--- src/rtl/pce_pkg.sv ---
package pce_pkg;

    typedef enum logic [1:0] {
        ST_IDLE,
        ST_READY,
        ST_SEND_A,
        ST_SEND_B
    } enc_state_t;

    localparam logic [1:0] RATE_HALF           = 2'b00;
    localparam logic [1:0] RATE_TWO_THIRDS     = 2'b01;
    localparam logic [1:0] RATE_THREE_QUARTERS = 2'b10;

endpackage

--- src/rtl/pce_mother_code.sv ---
module pce_mother_code #(
    parameter int              K   = 7,
    parameter logic [K-1:0]    G_A = 7'o133,
    parameter logic [K-1:0]    G_B = 7'o171
) (
    input  logic clk,
    input  logic rst_n,
    input  logic clear,
    input  logic shift,
    input  logic din,
    output logic code_a,
    output logic code_b
);
    localparam int HW = K - 1;

    // hist_q[HW-1] is the most recent past bit, hist_q[0] the oldest
    logic [HW-1:0] hist_q;
    logic [K-1:0]  window;

    assign window = {din, hist_q};
    assign code_a = ^(window & G_A);
    assign code_b = ^(window & G_B);

    always_ff @(posedge clk or negedge rst_n) begin
        if (!rst_n) begin
            hist_q <= '0;
        end else if (clear) begin
            hist_q <= '0;
        end else if (shift) begin
            hist_q <= {din, hist_q[HW-1:1]};
        end
    end

endmodule

--- src/rtl/pce_puncture_ctrl.sv ---
module pce_puncture_ctrl
    import pce_pkg::*;
#(
    parameter int PHASE_W = 2
) (
    input  logic       clk,
    input  logic       rst_n,
    input  logic       clear,
    input  logic       advance,
    input  logic [1:0] rate_sel,
    input  logic       punc_en,
    output logic       keep_a,
    output logic       keep_b
);
    logic [PHASE_W-1:0] phase_q;
    logic [PHASE_W-1:0] period;
    logic [PHASE_W-1:0] phase_inc;

    always_comb begin
        period = PHASE_W'(1);
        if (punc_en) begin
            unique case (rate_sel)
                RATE_TWO_THIRDS:     period = PHASE_W'(2);
                RATE_THREE_QUARTERS: period = PHASE_W'(3);
                default:             period = PHASE_W'(1);
            endcase
        end
    end

    always_comb begin
        keep_a = 1'b1;
        keep_b = 1'b1;
        if (punc_en) begin
            unique case (rate_sel)
                RATE_TWO_THIRDS: begin
                    if (phase_q == PHASE_W'(1)) keep_b = 1'b0;
                end
                RATE_THREE_QUARTERS: begin
                    if (phase_q == PHASE_W'(1)) keep_b = 1'b0;
                    if (phase_q == PHASE_W'(2)) keep_a = 1'b0;
                end
                default: ;
            endcase
        end
    end

    assign phase_inc = phase_q + PHASE_W'(1);

    always_ff @(posedge clk or negedge rst_n) begin
        if (!rst_n) begin
            phase_q <= '0;
        end else if (clear) begin
            phase_q <= '0;
        end else if (advance) begin
            phase_q <= (phase_inc >= period) ? '0 : phase_inc;
        end
    end

endmodule

--- src/rtl/conv_punct_enc.sv ---
module conv_punct_enc
    import pce_pkg::*;
#(
    parameter int           K       = 7,
    parameter logic [K-1:0] G_A     = 7'o133,
    parameter logic [K-1:0] G_B     = 7'o171,
    parameter int           PHASE_W = 2
) (
    input  logic       clk,
    input  logic       rst_n,
    input  logic       start,
    input  logic       din,
    input  logic       din_valid,
    output logic       din_ready,
    input  logic [1:0] rate_sel,
    input  logic       punc_en,
    output logic       dout,
    output logic       dout_valid
);
    enc_state_t state_q, state_d;

    logic code_a, code_b;
    logic keep_a, keep_b;
    logic take;
    logic bit_a_q, bit_b_q, keep_b_q;

    assign take = (state_q == ST_READY) && din_valid && !start;

    pce_mother_code #(.K(K), .G_A(G_A), .G_B(G_B)) u_code (
        .clk    (clk),
        .rst_n  (rst_n),
        .clear  (start),
        .shift  (take),
        .din    (din),
        .code_a (code_a),
        .code_b (code_b)
    );

    pce_puncture_ctrl #(.PHASE_W(PHASE_W)) u_punct (
        .clk      (clk),
        .rst_n    (rst_n),
        .clear    (start),
        .advance  (take),
        .rate_sel (rate_sel),
        .punc_en  (punc_en),
        .keep_a   (keep_a),
        .keep_b   (keep_b)
    );

    always_ff @(posedge clk or negedge rst_n) begin
        if (!rst_n) begin
            state_q <= ST_IDLE;
        end else begin
            state_q <= state_d;
        end
    end

    always_comb begin
        state_d = state_q;
        if (start) begin
            state_d = ST_READY;
        end else begin
            unique case (state_q)
                ST_IDLE:   state_d = ST_IDLE;
                ST_READY: begin
                    if (din_valid) begin
                        if (keep_a)      state_d = ST_SEND_A;
                        else if (keep_b) state_d = ST_SEND_B;
                    end
                end
                ST_SEND_A: state_d = keep_b_q ? ST_SEND_B : ST_READY;
                ST_SEND_B: state_d = ST_READY;
                default:   state_d = ST_IDLE;
            endcase
        end
    end

    always_ff @(posedge clk or negedge rst_n) begin
        if (!rst_n) begin
            bit_a_q  <= 1'b0;
            bit_b_q  <= 1'b0;
            keep_b_q <= 1'b0;
        end else if (take) begin
            bit_a_q  <= code_a;
            bit_b_q  <= code_b;
            keep_b_q <= keep_b;
        end
    end

    always_comb begin
        din_ready  = 1'b0;
        dout_valid = 1'b0;
        dout       = 1'b0;
        unique case (state_q)
            ST_IDLE:   ;
            ST_READY:  din_ready = 1'b1;
            ST_SEND_A: begin
                dout_valid = 1'b1;
                dout       = bit_a_q;
            end
            ST_SEND_B: begin
                dout_valid = 1'b1;
                dout       = bit_b_q;
            end
            default:   ;
        endcase
    end

endmodule

--- config.mk ---
export PLATFORM = sky130hd
export DESIGN_NAME = conv_punct_enc
export DESIGN_NICKNAME = d
export VERILOG_FILES = /design/src/rtl/pce_pkg.sv /design/src/rtl/pce_mother_code.sv /design/src/rtl/pce_puncture_ctrl.sv /design/src/rtl/conv_punct_enc.sv
export SDC_FILE = /design/constraint.sdc
export NUM_CORES = 1
export LEC_CHECK = 0
export BUFFER_PORTS_ARGS = -buffer_cell sky130_fd_sc_hd__buf_4
export CAP_MARGIN = 10
export CORE_MARGIN = 10
export CORE_UTILIZATION = 37
export CTS_CLUSTER_DIAMETER = 120
export DETAILED_ROUTE_END_ITERATION = 12
export SYNTH_ARGS = -nofsm -noshare
export SYNTH_HDL_FRONTEND = slang
export SYNTH_SLANG_ARGS = --single-unit
--- constraint.sdc ---
create_clock -name clk -period 1.5 [get_ports clk]
set_clock_uncertainty 0.15 [all_clocks]
set_input_delay 0.3 -clock clk [delete_from_list [all_inputs] [get_ports clk]]
set_output_delay 0.3 -clock clk [all_outputs]
set_load 0.01 [all_outputs]
==> summary.txt, run 1 <==
Setup path
  • Cells along the critical path: inv_2, ha_4, inv_4, ha_4, a211oi_4, mux2_4
  • Delay of the slowest critical-path stage: about 0.38 ns
  • Bufs and invs on worst path: 2
  • Crit path launch type: register
  • CP dominant cell by count: ha_4
  • CP Class: reg2reg
  • CP max-delay cell: dfrtp_1
  • CP Capture Type: register
  • Crit path DAT: 1.63 ns
  • Reg2Reg Capture Point: u_punct.phase_q[0]
  • Critical path fanouts, max: 2
  • Reg2reg start: u_punct.phase_q[0]
  • R2R setup slack: -0.07 ns
  • Worst r2r path cells: 6
  • Gate family responsible for the most delay along the worst path: adder cells
  • Req. time, crit path: between 1.5 and 2 ns

Timing
  • Period Utilization, post-route: 105%
  • Fmax: 637 MHz
  • Hold Violations, Final: 0
  • Setup violators final: 4
  • Slew @ Worst Pin: 0.268 ns
  • Setup TNS: -0.151 ns
  • Final WS setup: -0.0700 ns
  • Slew headroom: 82.1%
  • Slew Viols, Final: 0
  • RSZ-0062 raised after global routing: yes
  • Post-route minimum period: ~1.6 ns

Cells and area
  • Fill cell count: between 150 and 200
  • Antenna cells: 0
  • NumNets Final: between 100 and 150
  • Core Util, Final: 54.7%
  • Area Growth Syn to Fin: 39.3%
  • Fraction of layout cells with a size suffix above 1: roughly half

Synth
  • Share of synthesized registers carrying an async set or reset: 100%
  • Simple-gate share of the synthesized area: between 10 and 15%
  • Share of the synthesized area in the top cell type: 42.2%
  • Synth cell types: 26
  • Syn Nets: 79
  • Post-synthesis adder-cell area fraction: around 9.7%
  • Register area share after synthesis: a little over two fifths
  • Area leader, netlist: dfrtp_1
  • Synthesized area: 771 µm²
  • Most used DFF post-synth: dfrtp_1
  • Synth Area in Compound Gates: 16.7%
  • Mux cell area share after synthesis: roughly 2.8%
  • Number of synthesized flops with an enable pin: 0
  • Ranking of synthesized cells by area: dfrtp_1 42%, ha_1 9.7%, a22o_2 7.8%
  • Yosys warns: 0
  • Top-count cell post-synth: dfrtp_1
  • Synth cell count leaders: 13 x dfrtp_1, 7 x inv_1, 7 x nand2_1, 6 x a22o_2, 6 x ha_1
  • Main combinational cell family by area after synthesis: compound AO/OA/AOI/OAI gates
  • Syn Area/Cell: approximately 12 µm²
  • Syn Inst Count: 65
  • Synthesized flop and latch total: 13
  • Xor/xnor share of the synthesized area: a little under a tenth

Placed design
  • HPWL after DPL: about 1100 µm
  • Pre-CTS WS: -0.208 ns
  • PortBufs: 10
  • Gpl congestion: 0.740

Global routing
  • Total global-route track usage: ~7.4%
  • Vias in the first global route: approximately 550
  • First-pass GRT wire length: 2520 µm
  • Largest net degree at the start of global routing: 14
  • Initial antenna violation count: 0
  • GR Overflow Total: 0

CTS
  • CTS Root Cell: clkbuf_4
  • Clock network latency to the later pin of the worst-skew pair: about 0.27 ns
  • Max Root-Sink Buffers: 2
  • Inserted Clock Buffers: 3
  • TritonCTS clock tree: done
  • # H-tree levels: 1
  • Worst-path clk slew: ~0.070 ns
  • Sink Count: 13

Pwr
  • VDD IR max: 0.364 mV
  • PwrDens: slightly below 800 mW/mm²
  • Lkg Pwr: slightly above 0.5 nW

Worst hold path
  • Hold path cells: 2
  • WHS Endpoint: state_q[1]
  • Worst Min Path Start: start
  • Min-delay worst type: in2reg

Drt
  • DR vias: about 540
  • Final WL: 1540 µm
  • Vias per cell: 4.61
  • DR iter-0 viols: 19
  • Detail-routed net length per standard cell: roughly 13 µm
  • DRC: 0
  • First drt pass iteration count: 4
  • Antenna-violating nets left: 0

Status
  • Status: complete, but fails checks
  • Failing checks: negative setup slack

Floorplanning
  • Core Area: a little under 0.002 mm²
  • Vert. Die Dim: approximately 66 µm
  • Die width: between 60 and 70 µm
  • Starting density of the core: around 39%
  • Cell row count: 16
  • I/O pin cnt: 11
  • Die area: roughly 0.0043 mm²

Flow run
  • Reported max-cap violation count: 0
where the power goes:
group	internal [mW]	total, mW	switching (mW)
combinational	0.129	0.229	0.0998
sequential	0.379	0.398	0.0195
clock	0.103	0.208	0.105
total	0.611	0.836	0.225
state kept, by name, indices dropped and copies added (netlist names):
signal,count
bit_b_q,1
keep_b_q,1
u_punct.phase_q,2
u_code.hist_q,6
state_q,2
bit_a_q,1
worst max-delay path by stage:
stage / slack [ns] / to / cells after the start / start
global placement: -0.18 / u_punct.phase_q[0] / 7 / rate_sel[0]
finish: -0.07 / u_punct.phase_q[0] / 6 / u_punct.phase_q[0]
detailed placement: -0.21 / u_punct.phase_q[0] / 7 / rate_sel[0]
CTS: -0.07 / u_punct.phase_q[0] / 6 / u_punct.phase_q[0]
global route: -0.12 / dout / 3 / state_q[0]
floorplan: -0.04 / u_punct.phase_q[0] / 6 / u_punct.phase_q[0]
layout make-up:
type	instances	area [µm²]	area share (%)
multi-input cells	43	479	44.6
clock buffers	4	26.3	2.45
inverters	7	28.8	2.68
flip-flops and latches	13	327	30.4
well taps	27	33.8	3.15
repair buffers	22	179	16.7
kinds of logic after synthesis:
family / count (synthesis)
compound gates: 15
xor+xnor: 4
fa+ha+maj: 6
buf+inv: 9
flops: 13
mux: 2
simple gates: 16
cells in the final DEF, fill, tap and decap left out, types with 2 or more instances in the layout:
master    netlist  final
a21oi_1         2      2
clkbuf_4        0      3
inv_1           7      4
ha_4            0      4
xnor3_1         2      2
nand2_1         7      7
buf_4           0     18
buf_6           1      3
a22o_2          6      6
dfrtp_1        13     12
inv_2           0      2
ha_1            6      2
o21ai_0         2      2
stage by stage:
step | cells | hold slack (ns) | area [µm²] | power (mW)
floorplan | 65 | -0.146 | 817 | 0.514
global placement | 105 | 0.000928 | 948 | 0.582
detailed placement | 105 | -0.000632 | 948 | 0.587
CTS | 115 | 0.0676 | 1050 | 0.834
global route | 116 | 0.0779 | 1070 | 0.890
finish | 116 | 0.0756 | 1070 | 0.836
worst reg2reg max path: cells and delay by family, from the launching register on:
family                     cells  cell delay [ns]
buffers and inverters          2             0.09
DFF                            1             0.38
muxes                          1             0.17
adders and majority gates      2             0.50
AOI/OAI and AO/OA              1             0.22
timing repair:
item	in CTS	in global routing
hold buffers	1	0
pin swaps	4	3
endpoints found under the setup margin	4	10
hold endpoints to repair	13	0
resized for setup	7	2
setup buffers	5	1
routing by layer:
layer  up-vias  routed length (µm)  global-route usage [%]
li1        275                   -                       -
met1       247                 663                    8.33
met2        11                 802                    12.3
met3         2                  66                    2.71
met4         0                  10                    3.21
met5         -                   0                       0
No activity file was read; power rests on OpenSTA's default activity.
==> run 2, diff against run 1 <==
==> constraint.sdc (replaced) <==
create_clock -name clk -period 1.31 [get_ports clk]
set_clock_uncertainty 0.15 [all_clocks]
set_input_delay 0.262 -clock clk [delete_from_list [all_inputs] [get_ports clk]]
set_output_delay 0.262 -clock clk [all_outputs]
set_load 0.01 [all_outputs]
==> run 2 against run 1 <==
  * The run still ends with negative setup slack left
  * Global-route usage rose by 1.7 points
  * Non-clock buffer count grew 12
  * Worst setup slack worse by 0.19 ns
  * Sequential share of layout area fell by 4.3 points
  * Flip-flop and latch count unchanged
  * Via count increased by 15%
  * Design area grew 16%
  * Count of clock-buffer cells in the layout unchanged
  * Combinational power grew 48%
  * Critical endpoint unchanged
  * Largest power group unchanged
==> summary.txt, run 2 (synthesis gave the netlist of run 1 again) <==
Setup path
  • Worst r2r path cells: 6 (unchanged)
  • Crit path DAT: 1.58 ns (was 1.63 ns)
  • R2R setup slack: -0.26 ns (was -0.07 ns)
  • Req. time, crit path: 1.32 ns (was 1.56 ns)
  • Critical path fanouts, max: 2 (unchanged)
  • Reg2reg start: u_punct.phase_q[0] (unchanged)
  • CP Class: reg2reg (unchanged)
  • Crit path launch type: register (unchanged)
  • Reg2Reg Capture Point: u_punct.phase_q[0] (unchanged)
  • CP Capture Type: register (unchanged)

Cells and area
  • NumNets Final: 116 (was 104)
  • Non-filler instance count after layout: 128 (was 116)
  • Fraction of layout cells with a size suffix above 1: 66.3% (was 51.7%)
  • Area Growth Syn to Fin: 61.5% (was 39.3%)
  • Multi-input combinational cell area: 523 µm² (was 479 µm²)
  • Fill cell count: 159 (was 173)
  • Storage cell area: 325 µm² (was 327 µm²)
  • Biggest register: u_code.hist_q (unchanged)
  • Most frequent cells in the layout: 19 x buf_4, 14 x buf_6, 13 x dfrtp_1 (was 18 x buf_4, 12 x dfrtp_1, 7 x nand2_1)
  • Largest regs: u_code.hist_q: 6 flops, state_q: 2 flops, u_punct.phase_q: 2 flops (unchanged)
  • Antenna cells: 0 (unchanged)
  • Max reg flops: 6 (unchanged)
  • Commonest non-fill, non-tap cell in the layout: buf_4 (unchanged)

CTS
  • # H-tree levels: 1 (unchanged)
  • Max Root-Sink Buffers: 2 (unchanged)
  • TritonCTS clock tree: done (unchanged)
  • Inserted Clock Buffers: 3 (unchanged)
  • Sink Count: 13 (unchanged)
  • Worst-path clk slew: 0.07 ns (about the same)
  • CTS Root Cell: clkbuf_4 (unchanged)
  • Clock network latency to the later pin of the worst-skew pair: 0.27 ns (about the same)

Timing
  • Final WS setup: -0.263 ns (was -0.0700 ns)
  • Period Utilization, post-route: 120% (was 105%)
  • Fmax: 636 MHz (was 637 MHz)
  • Slew @ Worst Pin: 0.279 ns (was 0.268 ns)
  • Post-route minimum period: 1.57 ns (about the same)
  • Setup violators final: 16 (was 4)
  • Hold WS: 0.0974 ns (was 0.0756 ns)
  • Setup TNS: -2.67 ns (was -0.151 ns)
  • Slew headroom: 81.4% (was 82.1%)
  • Hold Violations, Final: 0 (unchanged)
  • RSZ-0062 raised after global routing: yes (unchanged)
  • Slew Viols, Final: 0 (unchanged)

Drt
  • Vias per cell: 4.81 (was 4.61)
  • DR vias: 616 (was 535)
  • Detail-routed net length per standard cell: 13.5 µm (was 13.3 µm)
  • DR iter-0 viols: 17 (was 19)
  • Antenna-violating nets left: 0 (unchanged)
  • First drt pass iteration count: 2 (was 4)
  • Final WL: 1730 µm (was 1540 µm)
  • DRC: 0 (unchanged)

Worst hold path
  • Hold path cells: 2 (unchanged)
  • Worst Min Path Start: din (was start)
  • WHS Endpoint: u_code.hist_q[5] (was state_q[1])
  • Min-delay worst type: in2reg (unchanged)

Global routing
  • Vias in the first global route: 647 (was 552)
  • GR Overflow Total: 0 (unchanged)
  • Largest net degree at the start of global routing: 14 (unchanged)
  • Initial antenna violation count: 0 (unchanged)
  • Total global-route track usage: 9.12% (was 7.43%)
  • First-pass GRT wire length: 3090 µm (was 2520 µm)

Floorplanning
  • Vert. Die Dim: 65.6 µm (unchanged)
  • Starting density of the core: 39.3% (unchanged)
  • Cell row count: 16 (unchanged)
  • Core Area: 0.00196 mm² (unchanged)
  • I/O pin cnt: 11 (unchanged)
  • Die area: 0.00431 mm² (unchanged)
  • Die width: 65.6 µm (unchanged)

Pwr
  • VDD IR max: 0.523 mV (was 0.364 mV)
  • PwrDens: 830 mW/mm² (was 778 mW/mm²)
  • Lkg Pwr: 0.590 nW (was 0.509 nW)

Placed design
  • PortBufs: 10 (unchanged)
  • Gpl congestion: 0.704 (was 0.740)
  • HPWL after DPL: 1190 µm (was 1140 µm)
  • Placed Cells: 115 (was 105)

Flow run
  • Reported max-cap violation count: 0 (unchanged)

Status
  • Status: complete, but fails checks (unchanged)
  • Failing checks: negative setup slack (unchanged)
==> run 2: changes by cell type in the layout (fill, tap and decap cells not counted), moves of 2 or more <==
cell	before	now
buf_6	3	14
inv_2	2	4
nand2_1	7	4
nand2_2	0	3
o21ai_0	2	0
o21ai_1	0	2
==> run 2: critical path, cell delays in order, from the launching register on <==
cell,delay (ns)
dfrtp_1,0.38
inv_2,0.06
ha_4,0.26
inv_2,0.04
ha_4,0.27
a211oi_4,0.06
mux2_4,0.25
==> run 2: how the worst max path moves through the flow <==
stage,start,end,cells past startpoint
finish,u_punct.phase_q[0],u_punct.phase_q[0],6
global route,state_q[0],dout,4
CTS,u_punct.phase_q[0],u_punct.phase_q[0],6
detailed placement,rate_sel[0],u_punct.phase_q[0],7
global placement,rate_sel[0],u_punct.phase_q[0],7
floorplan,u_punct.phase_q[0],u_punct.phase_q[0],6
==> run 2: routing by layer <==
metal | vias to the layer above | routed length (µm) | global-route usage (%)
met2 | 11 | 908 | 15.0
met1 | 304 | 736 | 10.8
met5 | - | 0 | 0
met3 | 2 | 75 | 3.56
li1 | 299 | - | -
met4 | 0 | 10 | 2.41
==> run 2: cell type report <==
type / count / share of cell area (%)
clock buffer: 4 / 2.11
inverter: 7 / 2.11
multi-input combinational: 43 / 42.0
sequential: 13 / 26.1
tap: 27 / 2.71
timing repair buffer: 34 / 24.9
==> run 2: power by group <==
part | total, mW | switching [mW] | internal (mW)
Clock | 0.236 | 0.118 | 0.118
Sequential | 0.459 | 0.0257 | 0.433
Combinational | 0.338 | 0.134 | 0.205
Total | 1.03 | 0.277 | 0.756
==> run 2: stage by stage <==
stage	util (%)	power, mW	worst slack (ns)	area, µm²
floorplan	-	0.594	-0.233	826
global placement	52.6	0.703	-0.304	1030
detailed placement	52.6	0.706	-0.354	1030
CTS	62.9	1.03	-0.270	1230
global route	63.5	1.12	-0.338	1240
finish	63.5	1.03	-0.263	1240
==> run 2: timing repair <==
action | 4_1_cts | 5_1_grt
cloned | 0 | 0
buffers inserted | 8 | 0
gates resized for setup | 25 | 4
pin swaps | 14 | 4
endpoints found under the hold margin | 13 | 0
hold buffers | 1 | 0
setup endpoints to repair | 14 | 16
